[src/rtl/usb_in_irq_pkg.sv]
package usb_in_irq_pkg;
   localparam int IRQ_NB   = 5;
   localparam int B_HALT   = 4;
   localparam int B_UNHALT = 3;
   localparam int B_EOP    = 2;
   localparam int B_EOT    = 1;
   localparam int B_LVL    = 0;
   typedef logic [IRQ_NB-1:0] irq_vec_t;
endpackage

[src/rtl/usb_in_pkt_evt.sv]
module usb_in_pkt_evt #(
   parameter int CNT_W   = 11,
   parameter bit FULL_GE = 1'b0   // 1: a count above max also counts as full
) (
   input  logic             clk,
   input  logic             rst_n,
   input  logic             tx_done,
   input  logic [CNT_W-1:0] tx_len,
   input  logic [CNT_W-1:0] max_pkt,
   input  logic             bus_rst,
   output logic             eop_evt,
   output logic             eot_evt
);
   logic is_zero, is_full, is_short;
   logic last_full_q;

   assign is_zero = (tx_len == '0);

   if (FULL_GE) begin : g_full_ge
      assign is_full = (tx_len >= max_pkt) && !is_zero;
   end else begin : g_full_eq
      assign is_full = (tx_len == max_pkt) && !is_zero;
   end

   assign is_short = !is_zero && !is_full;

   assign eop_evt = tx_done;
   assign eot_evt = tx_done && (is_short || (is_zero && last_full_q));

   // history of whether the last packet sent was full-size
   always_ff @(posedge clk) begin
      if (!rst_n || bus_rst)  last_full_q <= 1'b0;
      else if (tx_done)       last_full_q <= is_full;
   end
endmodule

[src/rtl/usb_in_lvl_evt.sv]
module usb_in_lvl_evt #(
   parameter int LVL_W = 8
) (
   input  logic             clk,
   input  logic             rst_n,
   input  logic [LVL_W-1:0] fifo_lvl,
   input  logic [LVL_W-1:0] fifo_thr,
   output logic             lvl_evt
);
   logic above_now, above_q;

   assign above_now = (fifo_lvl >= fifo_thr);
   assign lvl_evt   = above_q && !above_now;

   always_ff @(posedge clk) begin
      if (!rst_n) above_q <= 1'b0;
      else        above_q <= above_now;
   end
endmodule

[src/rtl/usb_in_halt_evt.sv]
module usb_in_halt_evt (
   input  logic clk,
   input  logic rst_n,
   input  logic halt_st,
   input  logic stall_cause,
   input  logic setup_rx,
   input  logic bus_rst,
   output logic halt_evt,
   output logic unhalt_evt
);
   logic halt_prev_q;

   assign halt_evt   = halt_st && !halt_prev_q && stall_cause;
   assign unhalt_evt = !halt_st && halt_prev_q && (setup_rx || bus_rst);

   always_ff @(posedge clk) begin
      if (!rst_n) halt_prev_q <= 1'b0;
      else        halt_prev_q <= halt_st;
   end
endmodule

[src/rtl/usb_in_irq_regs.sv]
module usb_in_irq_regs #(
   parameter int NB = 5
) (
   input  logic          clk,
   input  logic          rst_n,
   input  logic [NB-1:0] set_vec,
   input  logic          wr_en,
   input  logic          wr_sel,
   input  logic [NB-1:0] wr_data,
   output logic [NB-1:0] stat_q,
   output logic [NB-1:0] mask_q,
   output logic          irq
);
   logic [NB-1:0] clr_vec;

   assign clr_vec = (wr_en && !wr_sel) ? wr_data : '0;

   for (genvar i = 0; i < NB; i++) begin : g_bit
      always_ff @(posedge clk) begin
         if (!rst_n)          stat_q[i] <= 1'b0;
         else if (set_vec[i]) stat_q[i] <= 1'b1;   // set beats clear
         else if (clr_vec[i]) stat_q[i] <= 1'b0;
      end
   end

   always_ff @(posedge clk) begin
      if (!rst_n)                mask_q <= '0;
      else if (wr_en && wr_sel)  mask_q <= wr_data;
   end

   assign irq = |(stat_q & mask_q);
endmodule

[src/rtl/usb_in_irq_ctrl.sv]
module usb_in_irq_ctrl
   import usb_in_irq_pkg::*;
#(
   parameter int CNT_W   = 11,
   parameter int LVL_W   = 8,
   parameter bit FULL_GE = 1'b0
) (
   input  logic             clk,
   input  logic             rst_n,
   input  logic             tx_done,
   input  logic [CNT_W-1:0] tx_len,
   input  logic [CNT_W-1:0] max_pkt,
   input  logic [LVL_W-1:0] fifo_lvl,
   input  logic [LVL_W-1:0] fifo_thr,
   input  logic             halt_st,
   input  logic             stall_cause,
   input  logic             setup_rx,
   input  logic             bus_rst,
   input  logic             wr_en,
   input  logic             wr_sel,
   input  logic [4:0]       wr_data,
   output logic [4:0]       stat_q,
   output logic [4:0]       mask_q,
   output logic             irq
);
   if (CNT_W < 4 || CNT_W > 16) begin : g_bad_cnt
      $error("usb_in_irq_ctrl: CNT_W out of range");
   end
   if (LVL_W < 2 || LVL_W > 16) begin : g_bad_lvl
      $error("usb_in_irq_ctrl: LVL_W out of range");
   end

   logic     eop_evt, eot_evt, lvl_evt, halt_evt, unhalt_evt;
   irq_vec_t set_vec;

   usb_in_pkt_evt #(.CNT_W(CNT_W), .FULL_GE(FULL_GE)) u_pkt (
      .clk(clk), .rst_n(rst_n), .tx_done(tx_done), .tx_len(tx_len),
      .max_pkt(max_pkt), .bus_rst(bus_rst),
      .eop_evt(eop_evt), .eot_evt(eot_evt)
   );

   usb_in_lvl_evt #(.LVL_W(LVL_W)) u_lvl (
      .clk(clk), .rst_n(rst_n), .fifo_lvl(fifo_lvl), .fifo_thr(fifo_thr),
      .lvl_evt(lvl_evt)
   );

   usb_in_halt_evt u_halt (
      .clk(clk), .rst_n(rst_n), .halt_st(halt_st), .stall_cause(stall_cause),
      .setup_rx(setup_rx), .bus_rst(bus_rst),
      .halt_evt(halt_evt), .unhalt_evt(unhalt_evt)
   );

   always_comb begin
      set_vec           = '0;
      set_vec[B_HALT]   = halt_evt;
      set_vec[B_UNHALT] = unhalt_evt;
      set_vec[B_EOP]    = eop_evt;
      set_vec[B_EOT]    = eot_evt;
      set_vec[B_LVL]    = lvl_evt;
   end

   usb_in_irq_regs #(.NB(IRQ_NB)) u_regs (
      .clk(clk), .rst_n(rst_n), .set_vec(set_vec),
      .wr_en(wr_en), .wr_sel(wr_sel), .wr_data(wr_data),
      .stat_q(stat_q), .mask_q(mask_q), .irq(irq)
   );
endmodule

[config.mk]
export PLATFORM = sky130hd
export DESIGN_NAME = usb_in_irq_ctrl
export DESIGN_NICKNAME = d
export VERILOG_FILES = /design/src/rtl/usb_in_irq_pkg.sv /design/src/rtl/usb_in_pkt_evt.sv /design/src/rtl/usb_in_lvl_evt.sv /design/src/rtl/usb_in_halt_evt.sv /design/src/rtl/usb_in_irq_regs.sv /design/src/rtl/usb_in_irq_ctrl.sv
export SDC_FILE = /design/constraint.sdc
export NUM_CORES = 1
export LEC_CHECK = 0
export BUFFER_PORTS_ARGS = -buffer_cell sky130_fd_sc_hd__clkbuf_2
export CELL_PAD_IN_SITES_DETAIL_PLACEMENT = 0
export CELL_PAD_IN_SITES_GLOBAL_PLACEMENT = 1
export CORE_ASPECT_RATIO = 1.25
export CORE_MARGIN = 2
export CORE_UTILIZATION = 30
export DETAILED_ROUTE_END_ITERATION = 7
export HOLD_SLACK_MARGIN = 0.06
export PLACE_DENSITY = 0.85
export SLEW_MARGIN = 20
export SYNTH_ARGS = -nofsm -noshare
export SYNTH_HDL_FRONTEND = slang
export SYNTH_HIERARCHICAL = 1
export SYNTH_SLANG_ARGS = --single-unit
[constraint.sdc]
create_clock -name clk -period 2.6 [get_ports clk]
set_input_delay 0.26 -clock clk [delete_from_list [all_inputs] [get_ports clk]]
set_output_delay 0.26 -clock clk [all_outputs]
set_load 0.005 [all_outputs]
== After elaboration in Yosys (flattened, before gate mapping) ==
Index checks and enable logic that the tools add are counted.
Widths: inputs -> output; s select.

* $lt $le $gt $ge: 1
* Eq/ne operators: 1
* Muxes and demuxes: 11
* Bitwise gates (word level): 1
* Reduce and logical (&&, ||, !) cells: 28

{| class="wikitable"
|+ Operators by type and width
! cell !! count
|-
| $eq 11x11->1 || 1
|-
| $logic_and 1x1->1 || 11
|-
| $logic_not 11->1 || 1
|-
| $mux 1 || 10
|-
| $reduce_bool 2->1 || 5
|-
| $ge 8x8->1 || 1
|-
| $logic_not 1->1 || 7
|-
| $and 5x5->5 || 1
|-
| $mux 5 || 1
|-
| $reduce_or 5->1 || 1
|-
| $logic_or 1x1->1 || 3
|}

* Bits in registers: 13
* Input bits: 52
* Output and inout bits: 11
* Word-level logic and storage cells: 51

== Depth between registers and ports, before layout ==
Gate-level depths: netlist (run 1).

* Depth after elaboration: 8
* Mapped depth: 8
* Mapped depth without buffers: 8

== Cells and area by module ==
Netlist (run 1), hierarchy kept.

{| class="wikitable"
|+ By module, submodules not included
! module !! times used !! cells each !! area each (µm²) !! sequential area each (µm²)
|-
| usb_in_irq_regs || 1 || 47 || 437.9 || 200.2
|-
| usb_in_lvl_evt || 1 || 30 || 231.5 || 20.0
|-
| usb_in_pkt_evt || 1 || 27 || 225.2 || 20.0
|-
| usb_in_halt_evt || 1 || 6 || 51.3 || 20.0
|}

== Least setup slack after synthesis (run 1) ==
Ideal clock, no wire load.

* Kind: in2reg
* Start: input fifo_lvl[0]
* End: register u_regs.stat_q[0]
* Library setup time: 0.074 ns
* Data arrival time: 1.537 ns
* Required time: 2.526 ns
* Path slack: 0.989 ns
* Stages on the path: 8
* Path buffers: 0
* Cell sequence: inv_1 ha_1 nand2b_4 a2111o_1 a21oi_1 and2_1 o21ai_0 a31oi_1

* Longest elaborated chain between the ends: 4
* Elaborated cells on any way between the ends: 5
* Those cells by class: 1 x order compare; 1 x mux; 3 x reduce/logical

{| class="wikitable"
|+ RTL lines
! item !! line !! text
|-
| start: declaration || usb_in_irq_ctrl.sv:13 || <nowiki>input logic [LVL_W-1:0] fifo_lvl,</nowiki>
|-
| $ge 8x8->1 * || usb_in_lvl_evt.sv:12 || <nowiki>assign above_now = (fifo_lvl >= fifo_thr);</nowiki>
|-
| $logic_not 1->1 * || usb_in_lvl_evt.sv:13 || <nowiki>assign lvl_evt = above_q && !above_now;</nowiki>
|-
| $logic_and 1x1->1 * || usb_in_lvl_evt.sv:13 ||
|-
| via lvl_evt || usb_in_irq_ctrl.sv:33 || <nowiki>logic eop_evt, eot_evt, lvl_evt, halt_evt, unhalt_evt;</nowiki>
|-
| $mux 1 or $reduce_bool 2->1 (tied branches) || n/a ||
|-
| end signal: indexed assignment || usb_in_irq_regs.sv:20 || <nowiki>if (!rst_n) stat_q[i] <= 1'b0;</nowiki>
|-
| end signal: indexed assignment || usb_in_irq_regs.sv:21 || <nowiki>else if (set_vec[i]) stat_q[i] <= 1'b1;</nowiki>
|-
| end signal: indexed assignment || usb_in_irq_regs.sv:22 || <nowiki>else if (clr_vec[i]) stat_q[i] <= 1'b0;</nowiki>
|-
| end: declaration || usb_in_irq_regs.sv:10 || <nowiki>output logic [NB-1:0] stat_q,</nowiki>
|}

Mark *: on every way through the listed nets, which the timed path passes. The rest lies on a longest branch.
A chain may end at the register's enable or synchronous reset.

== Final worst setup path (run 1) ==
Same ends and word-level chain as after synthesis.

==> results of run 1 <==
[routing by layer]
layer | vias up | track usage (%)
met3 | 0 | 2.69
met4 | 0 | 4.69
met2 | 44 | 27.3
met1 | 457 | 15.5
met5 | - | 0
li1 | 515 | -
[cell families after synthesis]
family | synth area share [%]
AND/OR/NAND/NOR | 21.4
buffers and inverters | 8.60
AO/OA/AOI/OAI | 21.7
XOR/XNOR | 10.2
adder cells (fa/ha/maj) | 10.6
flip-flops | 27.5
[flip-flops by register name, indices dropped and copies added (netlist names)]
register            cells
u_regs/mask_q           5
u_regs/stat_q           5
u_halt/halt_prev_q      1
u_lvl/above_q           1
u_pkt/last_full_q       1
[cells in the mapped netlist (2+ instances only)]
library cell / n / share of area, %
nor4_2: 2 / 2.6
nor4_1: 2 / 1.3
xor2_1: 11 / 10
nand2_1: 3 / 1.2
o21ai_0: 7 / 3.7
a21boi_0: 5 / 4.0
o21a_1: 5 / 4.0
nor2_1: 2 / 0.79
and3_1: 5 / 3.3
nand4_1: 3 / 2.0
dfxtp_1: 13 / 28
nor3_1: 2 / 1.1
nand2b_1: 2 / 1.3
ha_1: 8 / 11
a31oi_1: 5 / 3.3
inv_1: 14 / 5.6
a21oi_1: 5 / 2.6
[cell type report]
| class | instances | area [um2] | area share, % |
|---|---|---|---|
| Tap cell | 36 | 45.0 | 3.47 |
| Sequential cell | 13 | 260 | 20.0 |
| Inverter | 14 | 52.6 | 4.05 |
| Multi-Input combinational cell | 79 | 604 | 46.5 |
| Timing Repair Buffer | 62 | 310 | 23.9 |
| Clock buffer | 4 | 26.3 | 2.02 |
[worst reg2reg max path: stages, from the launching register on]
cell and delay, ns:
dfxtp_1 0.32, o211a_1 0.23, o21ai_0 0.14, a31oi_1 0.06
[power breakdown]
part | switching [mW] | internal, mW
combinational | 0.0629 | 0.0704
clock | 0.0652 | 0.0594
sequential | 0.00747 | 0.210
total | 0.135 | 0.340
[through the flow]
step / hold WS [ns] / setup slack (ns)
CTS: 0.185 / 1.08
floorplan: 0.361 / 0.989
global placement: 0.454 / 0.857
finish: 0.189 / 1.10
detailed placement: 0.465 / 0.793
global route: 0.181 / 0.997
[worst paths after layout]
kind                      from           endpoint  slack [ns]  cells after the start
min reg2reg  u_pkt/last_full_q  u_pkt/last_full_q        0.48                      2
max reg2reg  u_pkt/last_full_q   u_regs/stat_q[1]        1.74                      3
min                 wr_data[1]   u_regs/stat_q[1]        0.19                      2
max                fifo_lvl[0]   u_regs/stat_q[0]        1.10                      9
==> out/metrics.csv, run 1 <==
stage;metric;value;unit
min_path;Worst Hold Class;in -> reg;
cts;setup bufs post-CTS;0;
routing;drt first pass iters;4;
routing;total wire length;2.39;mm
cells_and_area;diode count;0;
critical_path;worst path bufs/invs;2;
cells_and_area;area grow syn2layout;37.3;%
routing;post-DR wirelength/cell;11.5;um
timing;minimum clock period;1.50;ns
routing;metal3 WL;155;um
routing;Post-DRT Antenna Nets;0;
timing;final setup fails;0;
timing;setup repair after global routing missed its margin;false;
cells_and_area;share of cells above drive strength 1;41.3;%
synth;Async SR Flop Fraction;0;%
synth;Gate Count Post-Synth;110;
cells_and_area;most frequent cells in the layout;clkbuf_2, inv_1, dfxtp_1, xor2_1, ha_1;
timing;Slew Limit Fails;0;
global_route;first-pass GRT wire length;3.97;mm
floorplan;# rows;22;
timing;Max transition margin;80.2;%
flow_run;max cap viols;0;
cells_and_area;Final Util;43.7;%
cts;clock tree buffer depth;2;
critical_path;crit-path cells;clkbuf_2, inv_1, ha_1, nand2b_4, a2111o_1, a21oi_1, and2_1, o21ai_0, a31oi_1;
critical_path;CP Class;in -> reg;
routing;Top Metal Used;met3;
placed_design;hpwl dp;2.07;mm
routing;met2 wire length;1.32;mm
cts;Clock Sinks;13;
global_route;initial antenna violation count;0;
floorplan;Die W;54.2;um
critical_path;Worst setup SP type;input port;
cts;Clk Latency, worst-skew pair;0.27;ns
placed_design;port bufs;62;
cts;CTS resizes;0;
power_and_ir_drop;Pwr Density;366;nW/um2
routing;wl on met1;918;um
timing;Layout Skew;0.000378;ns
floorplan;die area;3620;um2
critical_path;Crit path required time;2.80;ns
timing;Slew @ Worst Pin;0.297;ns
timing;Final period util;57.8;%
timing;TNS Setup;0;ns
floorplan;die height;66.8;um
global_route;gr ovfl total;0;
synth;syn_nets;170;
routing;vias per cell;4.88;
synth;Mapped Area;946;um2
placed_design;Placer Congestion;0.735;
timing;final hold violations;0;
power_and_ir_drop;leakage;0.688;nW
timing;fmax;665;MHz
cts;H-Tree Depth;1;
cells_and_area;fillcell total;323;
cells_and_area;Layout Cells excl Fill;208;
global_route;vias in the first global route;1052;
cts;Post-CTS Hold Fix Bufs;0;
floorplan;Initial Utilization;31.8;%
synth;synth warn;6;
placed_design;placed cell count;204;
cts;CTS tree;built;
critical_path;critical path's slowest cell;a2111o_1;
synth;Yosys cell types;33;
synth;syn avg cell area;8.60;um2
floorplan;core region area;2970;um2
synth;top_reg_cell synth;dfxtp_1;
critical_path;Top Family by Delay on Critical Path;compound AO/OA/AOI/OAI gates;
cells_and_area;NumNets Final;233;
synth;sequential area share after synthesis;27.5;%
routing;DRC;0;
routing;Starting DRT DRC Count;25;
global_route;largest net degree at the start of global routing;14;
cells_and_area;most common cell after layout, fill and taps aside;clkbuf_2;
routing;vias;1016;
critical_path;CP endpoint kind;register;
cts;CTS Root Cell;clkbuf_4;
cts;clk slew on worst S/H paths;0.08;ns
outcome;status;finished clean;
cts;total CTS buffers;3;
global_route;gr usage total;14.5;%
placed_design;placed cell area;1270;um2
critical_path;crit path max fanout;2;
floorplan;I/O pin count;63;
critical_path;Critical Path AT;1.71;ns
power_and_ir_drop;Total Power;0.475;mW
synth;EDFF count, synth;0;
synth;Seq cells post-synth;13;
cells_and_area;Final Cell Area;1300;um2
critical_path;crit-path max cell delay;0.39;ns
power_and_ir_drop;Worst VDD drop;198;uV
No activity file was read; power rests on OpenSTA's default activity.
==> run 2: changes to the inputs <==
- CORE_UTILIZATION: 30 -> 28
- PLACE_DENSITY: 0.85 -> 0.8
- clock period: 2.6 -> 1.5 ns (I/O delays scaled with it)
==> run 2 against run 1 <==
- setup slack lost 1.0 ns
- critical path depth unchanged
- combinational power up 82%
- largest cell class unchanged
- clock-buffer cell count shrank 1
- via count did not move
- register-to-register slack worse by 1.1 ns
- first-iteration DRC count is 16% lower
- clock power rose to 2.5 times the previous value
- core utilization shrank 2.1 points
- routed wire length is 1.5% higher
==> out/metrics.csv, run 2 (synthesis results as in run 1) <==
stage;metric;value;unit;change
global_route;vias in the first global route;966;;-8.2%
cts;total CTS buffers;3;;unchanged
cts;clock tree buffer depth;2;;unchanged
cts;Clk Latency, worst-skew pair;0.24;ns;-0.03 ns
min_path;source of the worst hold timing path;wr_data[1];;
cells_and_area;area grow syn2layout;41.5;%;
min_path;Worst Hold Class;in -> reg;;
routing;Post-DRT Antenna Nets;0;;unchanged
power_and_ir_drop;leakage;0.709;nW;+3.0%
min_path;Worst Hold End;u_regs/stat_q[1];;
power_and_ir_drop;Worst VDD drop;300;uV;+52%
critical_path;CP endpoint kind;register;;
critical_path;RR Endpoint;u_regs/stat_q[1];;
timing;minimum clock period;1.40;ns;
power_and_ir_drop;Pwr Density;698;nW/um2;+91%
power_and_ir_drop;Total Power;0.934;mW;+97%
floorplan;I/O pin count;63;;unchanged
timing;Layout Skew;0.000482;ns;+0.000104 ns
placed_design;Placer Congestion;0.741;;+0.86%
floorplan;# rows;23;;+4.5%
critical_path;CP Class;in -> reg;;
floorplan;die area;3860;um2;+6.7%
placed_design;placed cell count;206;;+0.98%
cells_and_area;NumNets Final;235;;+0.86%
cells_and_area;diode count;0;;unchanged
flow_run;max cap viols;0;;unchanged
cts;CTS Root Cell;clkbuf_8;;
timing;Final period util;93.4;%;
global_route;gr usage total;12.4;%;-2.1 points
global_route;grt met2 use;25.0;%;-2.3 points
cells_and_area;Layout Cells excl Fill;211;;+1.4%
cts;CTS tree;built;;
routing;drt first pass iters;4;;unchanged
floorplan;Die W;56.0;um;+3.2%
cells_and_area;most common cell after layout, fill and taps aside;clkbuf_2;;
critical_path;Worst setup SP type;input port;;
global_route;Most Crowded Layer GR;met2;;
floorplan;die height;69.0;um;+3.3%
placed_design;port bufs;62;;unchanged
cells_and_area;Largest regs;u_regs/mask_q x5, u_regs/stat_q x5;;
routing;post-DR wirelength/cell;11.5;um;about the same
timing;final setup fails;0;;unchanged
cells_and_area;most frequent cells in the layout;clkbuf_2, inv_1, dfxtp_1, xor2_1, ha_1;;
timing;fmax;714;MHz;
cells_and_area;Final Util;41.5;%;-2.1 points
critical_path;crit-path cells;clkbuf_2, inv_1, ha_1, nand2b_4, a2111o_1, a21oi_2, and2_1, o21ai_0, a31oi_1;;
critical_path;Crit path required time;1.67;ns;-1.13 ns
placed_design;hpwl dp;2.09;mm;+1.0%
timing;setup repair after global routing missed its margin;false;;
cts;Clock Sinks;13;;unchanged
routing;DRC;0;;unchanged
cts;CTS resizes;0;;unchanged
cts;H-Tree Depth;1;;unchanged
global_route;first-pass GRT wire length;3.83;mm;-3.6%
routing;vias;1016;;unchanged
critical_path;FF-to-FF path depth;3;;unchanged
critical_path;critical path's slowest cell;a2111o_1;;
timing;Slew Limit Fails;0;;unchanged
timing;Slew @ Worst Pin;0.315;ns;+0.0185 ns
floorplan;core region area;3220;um2;+8.4%
global_route;initial antenna violation count;0;;unchanged
global_route;largest net degree at the start of global routing;14;;unchanged
timing;Max transition margin;78.8;%;-1.4 points
global_route;grt met3 use;1.49;%;-1.2 points
timing;final hold violations;0;;unchanged
critical_path;crit-path max cell delay;0.37;ns;-0.02 ns
cells_and_area;share of cells above drive strength 1;43.1;%;+1.8 points
floorplan;Initial Utilization;29.3;%;-2.5 points
min_path;hold depth;2;;unchanged
routing;Starting DRT DRC Count;21;;-16%
routing;vias per cell;4.82;;-1.4%
critical_path;r2r startpoint;u_pkt/last_full_q;;
global_route;gr ovfl total;0;;unchanged
critical_path;Reg2Reg Setup Slack;0.60;ns;-1.14 ns
outcome;status;finished clean;;
routing;total wire length;2.43;mm;+1.5%
critical_path;crit path max fanout;2;;unchanged
global_route;met1 Resource Use GR;13.1;%;-2.4 points
critical_path;Critical Path AT;1.58;ns;-0.13 ns
cts;clk slew on worst S/H paths;0.06;ns;-0.02 ns
run 2: routing by layer:
layer  routed length, um  share of wire [%]
met1                 934                 38
met3                 193                8.0
met5                   0                  0
met4                  21               0.87
met2                1280                 53
run 2: layout make-up:
cell class                 count  area (um2)
tap                           37        46.3
timing repair buffer          64         325
fill                         351        1880
clock inverter                 1        5.00
clock buffer                   3        41.3
sequential                    13         260
multi-input combinational     79         608
inverter                      14        52.6
run 2: worst max-delay path by stage:
stage | start | to | slack, ns
6_report | fifo_lvl[0] | u_regs/stat_q[0] | 0.1
2_1_floorplan | fifo_lvl[0] | u_regs/stat_q[0] | 0.006
5_1_grt | fifo_lvl[0] | u_regs/stat_q[0] | 0.007
3_3_place_gp | fifo_lvl[0] | u_regs/stat_q[0] | -0.14
4_1_cts | fifo_lvl[0] | u_regs/stat_q[0] | 0.06
3_5_place_dp | fifo_lvl[0] | u_regs/stat_q[0] | -0.18
run 2: report_power, final:
group,internal [mW],leakage [nW],switching (mW)
clock,0.183,0.0255,0.132
sequential,0.365,0.107,0.0126
combinational,0.130,0.576,0.112
run 2: worst max-delay path: cells and delay by family:
kind                       cells  cell delay [ns]
AOI/OAI and AO/OA              4             0.74
buffers and inverters          2             0.12
and+or+nand+nor                2             0.28
adders and majority gates      1             0.28
run 2: repair_timing:
action / 4_1_cts / 5_1_grt
setup endpoints to repair: 0 / 1
hold buffers: 0 / 0
buffers inserted: 0 / 1
run 2: stage by stage:
stage               setup TNS (ns)  cell area [um2]  hold slack (ns)  setup WS (ns)
detailed placement          -0.184             1280            0.363         -0.181
finish                           0             1340            0.108         0.0987
floorplan                        0              950            0.251        0.00629
CTS                              0             1330            0.104         0.0622
global route                     0             1340            0.106        0.00734
global placement            -0.136             1280            0.358         -0.136
==> run 3: changes to the inputs <==
- BUFFER_PORTS_ARGS: -buffer_cell sky130_fd_sc_hd__clkbuf_2 -> default
- CORE_UTILIZATION: 28 -> 40
- CTS_BUF_LIST: default -> sky130_fd_sc_hd__clkbuf_8 sky130_fd_sc_hd__clkbuf_16
- DONT_BUFFER_PORTS: default -> 1
- GPL_TIMING_DRIVEN: default -> 0
- PLACE_DENSITY: 0.8 -> 0.76
==> run 3 against run 2 <==
- global-route usage grew 4.1 points
- worst hold slack lost 0.029 ns
- sequential share of layout area grew 4.1 points
- combinational power shrank 35%
- critical path type unchanged
- largest cell class unchanged
==> out/metrics.csv, run 3 (synthesis results as in run 1) <==
stage;metric;value;unit;change
outcome;status;finished clean;;
critical_path;r2r startpoint;u_pkt/last_full_q;;
timing;Layout Skew;0.000121;ns;-0.000361 ns
routing;drt first pass iters;4;;unchanged
cells_and_area;Final Cell Area;1100;um2;-17%
cells_and_area;NumNets Final;182;;-23%
cts;H-Tree Depth;1;;unchanged
timing;Slew @ Worst Pin;0.274;ns;-0.0414 ns
critical_path;crit path max fanout;2;;unchanged
power_and_ir_drop;Pwr Density;767;nW/um2;+10%
timing;TNS Setup;0;ns;unchanged
cts;clk slew on worst S/H paths;0.06;ns;about the same
floorplan;die area;2770;um2;-28%
cts;Clock Sinks;13;;unchanged
power_and_ir_drop;Clock power frac;36.6;%;+2.8 points
critical_path;RR Endpoint;u_regs/stat_q[1];;
cells_and_area;Final Util;50.0;%;+8.4 points
floorplan;Initial Utilization;42.8;%;+13 points
global_route;vias in the first global route;887;;-8.2%
routing;vias;816;;-20%
cts;CTS tree;built;;
timing;final hold violations;0;;unchanged
timing;worst hold slack;0.0785;ns;-0.0292 ns
timing;minimum clock period;1.32;ns;-0.0855 ns
placed_design;placed cell area;988;um2;-23%
timing;setup repair after global routing missed its margin;false;;
cts;setup bufs post-CTS;0;;unchanged
floorplan;core region area;2210;um2;-31%
cts;clock tree buffer depth;2;;unchanged
floorplan;# rows;19;;-17%
timing;Max transition margin;81.5;%;+2.7 points
power_and_ir_drop;Sw Share;25.4;%;-2.0 points
routing;Starting DRT DRC Count;23;;+9.5%
timing;Slew Limit Fails;0;;unchanged
cells_and_area;most frequent cells in the layout;inv_1, dfxtp_1, xor2_1, ha_1;;
timing;final setup fails;0;;unchanged
cells_and_area;most common cell after layout, fill and taps aside;inv_1;;
power_and_ir_drop;Cell Int Power;0.633;mW;-6.7%
global_route;first-pass GRT wire length;3.36;mm;-12%
min_path;hold depth;3;;+1
min_path;Worst Hold End;u_regs/stat_q[3];;
critical_path;CP Class;in -> reg;;
cells_and_area;share of cells above drive strength 1;12.4;%;-31 points
critical_path;Reg2Reg Setup Slack;0.62;ns;+0.02 ns
cts;total CTS buffers;3;;unchanged
critical_path;Crit path required time;1.67;ns;about the same
global_route;largest net degree at the start of global routing;11;;-3
cells_and_area;area grow syn2layout;16.8;%;
placed_design;port bufs;0;;-100%
power_and_ir_drop;Worst VDD drop;357;uV;+19%
flow_run;max cap viols;0;;unchanged
critical_path;CP endpoint kind;register;;
cts;CTS Root Cell;clkbuf_8;;
routing;post-DR wirelength/cell;13.4;um;+17%
floorplan;Die W;47.5;um;-15%
cts;CTS resizes;0;;unchanged
min_path;source of the worst hold timing path;halt_st;;
routing;total wire length;2.04;mm;-16%
critical_path;Worst setup SP type;input port;;
power_and_ir_drop;leakage;0.486;nW;-31%
cts;Post-CTS Hold Fix Bufs;7;;+7
critical_path;Critical Path AT;1.49;ns;-0.09 ns
power_and_ir_drop;switching pwr;0.215;mW;-16%
floorplan;die height;58.4;um;-15%
placed_design;hpwl dp;1.68;mm;-20%
cells_and_area;Largest regs;u_regs/mask_q x5, u_regs/stat_q x5;;
timing;Final period util;87.7;%;-5.7 points
routing;vias per cell;5.37;;+11%
critical_path;FF-to-FF path depth;3;;unchanged
floorplan;I/O pin count;63;;unchanged
global_route;initial antenna violation count;0;;unchanged
min_path;Worst Hold Class;in -> reg;;
routing;DRC;0;;unchanged
routing;Post-DRT Antenna Nets;0;;unchanged
power_and_ir_drop;Logic pwr share;18.5;%;-7.4 points
power_and_ir_drop;part of the power in registers;44.9;%;+4.5 points
cells_and_area;diode count;0;;unchanged
timing;fmax;760;MHz;+6.5%
placed_design;Placer Congestion;0.707;;-4.6%
global_route;gr usage total;16.5;%;+4.1 points
global_route;gr ovfl total;0;;unchanged
cts;Clk Latency, worst-skew pair;0.24;ns;about the same
run 3: power by group through the flow:
stage	registers, mW	clock network [mW]	logic, mW
3_5_place_dp	0.388	0	0.141
6_report	0.380	0.310	0.157
3_3_place_gp	0.388	0	0.136
5_1_grt	0.383	0.341	0.181
2_1_floorplan	0.383	0	0.121
4_1_cts	0.380	0.318	0.158
run 3: per-stage QoR:
step,power [mW],setup slack (ns),instances
global route,0.906,0.114,152
detailed placement,0.529,-0.0644,141
floorplan,0.504,0.00629,110
CTS,0.857,0.180,152
finish,0.848,0.184,152
global placement,0.523,-0.0614,141
run 3: how the worst max path moves through the flow:
stage                  endpoint  depth (start not counted)  slack, ns   startpoint
4_1_cts        u_regs/stat_q[0]                          8       0.18  fifo_lvl[0]
3_5_place_dp   u_regs/stat_q[0]                          8      -0.06  fifo_lvl[0]
5_1_grt        u_regs/stat_q[0]                          8       0.11  fifo_lvl[0]
3_3_place_gp   u_regs/stat_q[0]                          8      -0.06  fifo_lvl[0]
6_report       u_regs/stat_q[0]                          8       0.18  fifo_lvl[0]
2_1_floorplan  u_regs/stat_q[0]                          8      0.006  fifo_lvl[0]
run 3: metal layers:
metal  global-route usage (%)  part of all wire [%]  vias up
met2                     29.3                    50       49
met3                     3.37                    11        0
li1                         -                     -      413
met5                        0                     0        -
met4                     4.76                     0        0
met1                     19.0                    39      354
run 3: cell type report:
class | count | area [um2]
fillers | 227 | 1110
multi-input cells | 79 | 608
flip-flops and latches | 13 | 260
repair buffers | 7 | 70.1
inverters | 14 | 52.6
clock buffers | 3 | 41.3
well taps | 31 | 38.8
plain buffers | 4 | 28.8
clock inverters | 1 | 5.00
run 3: critical path: stages:
cell and delay, ns:
inv_1 0.02, ha_1 0.27, nand2b_4 0.14, a2111o_1 0.42, a21oi_2 0.14, and2_1 0.15
o21ai_0 0.07, a31oi_1 0.13
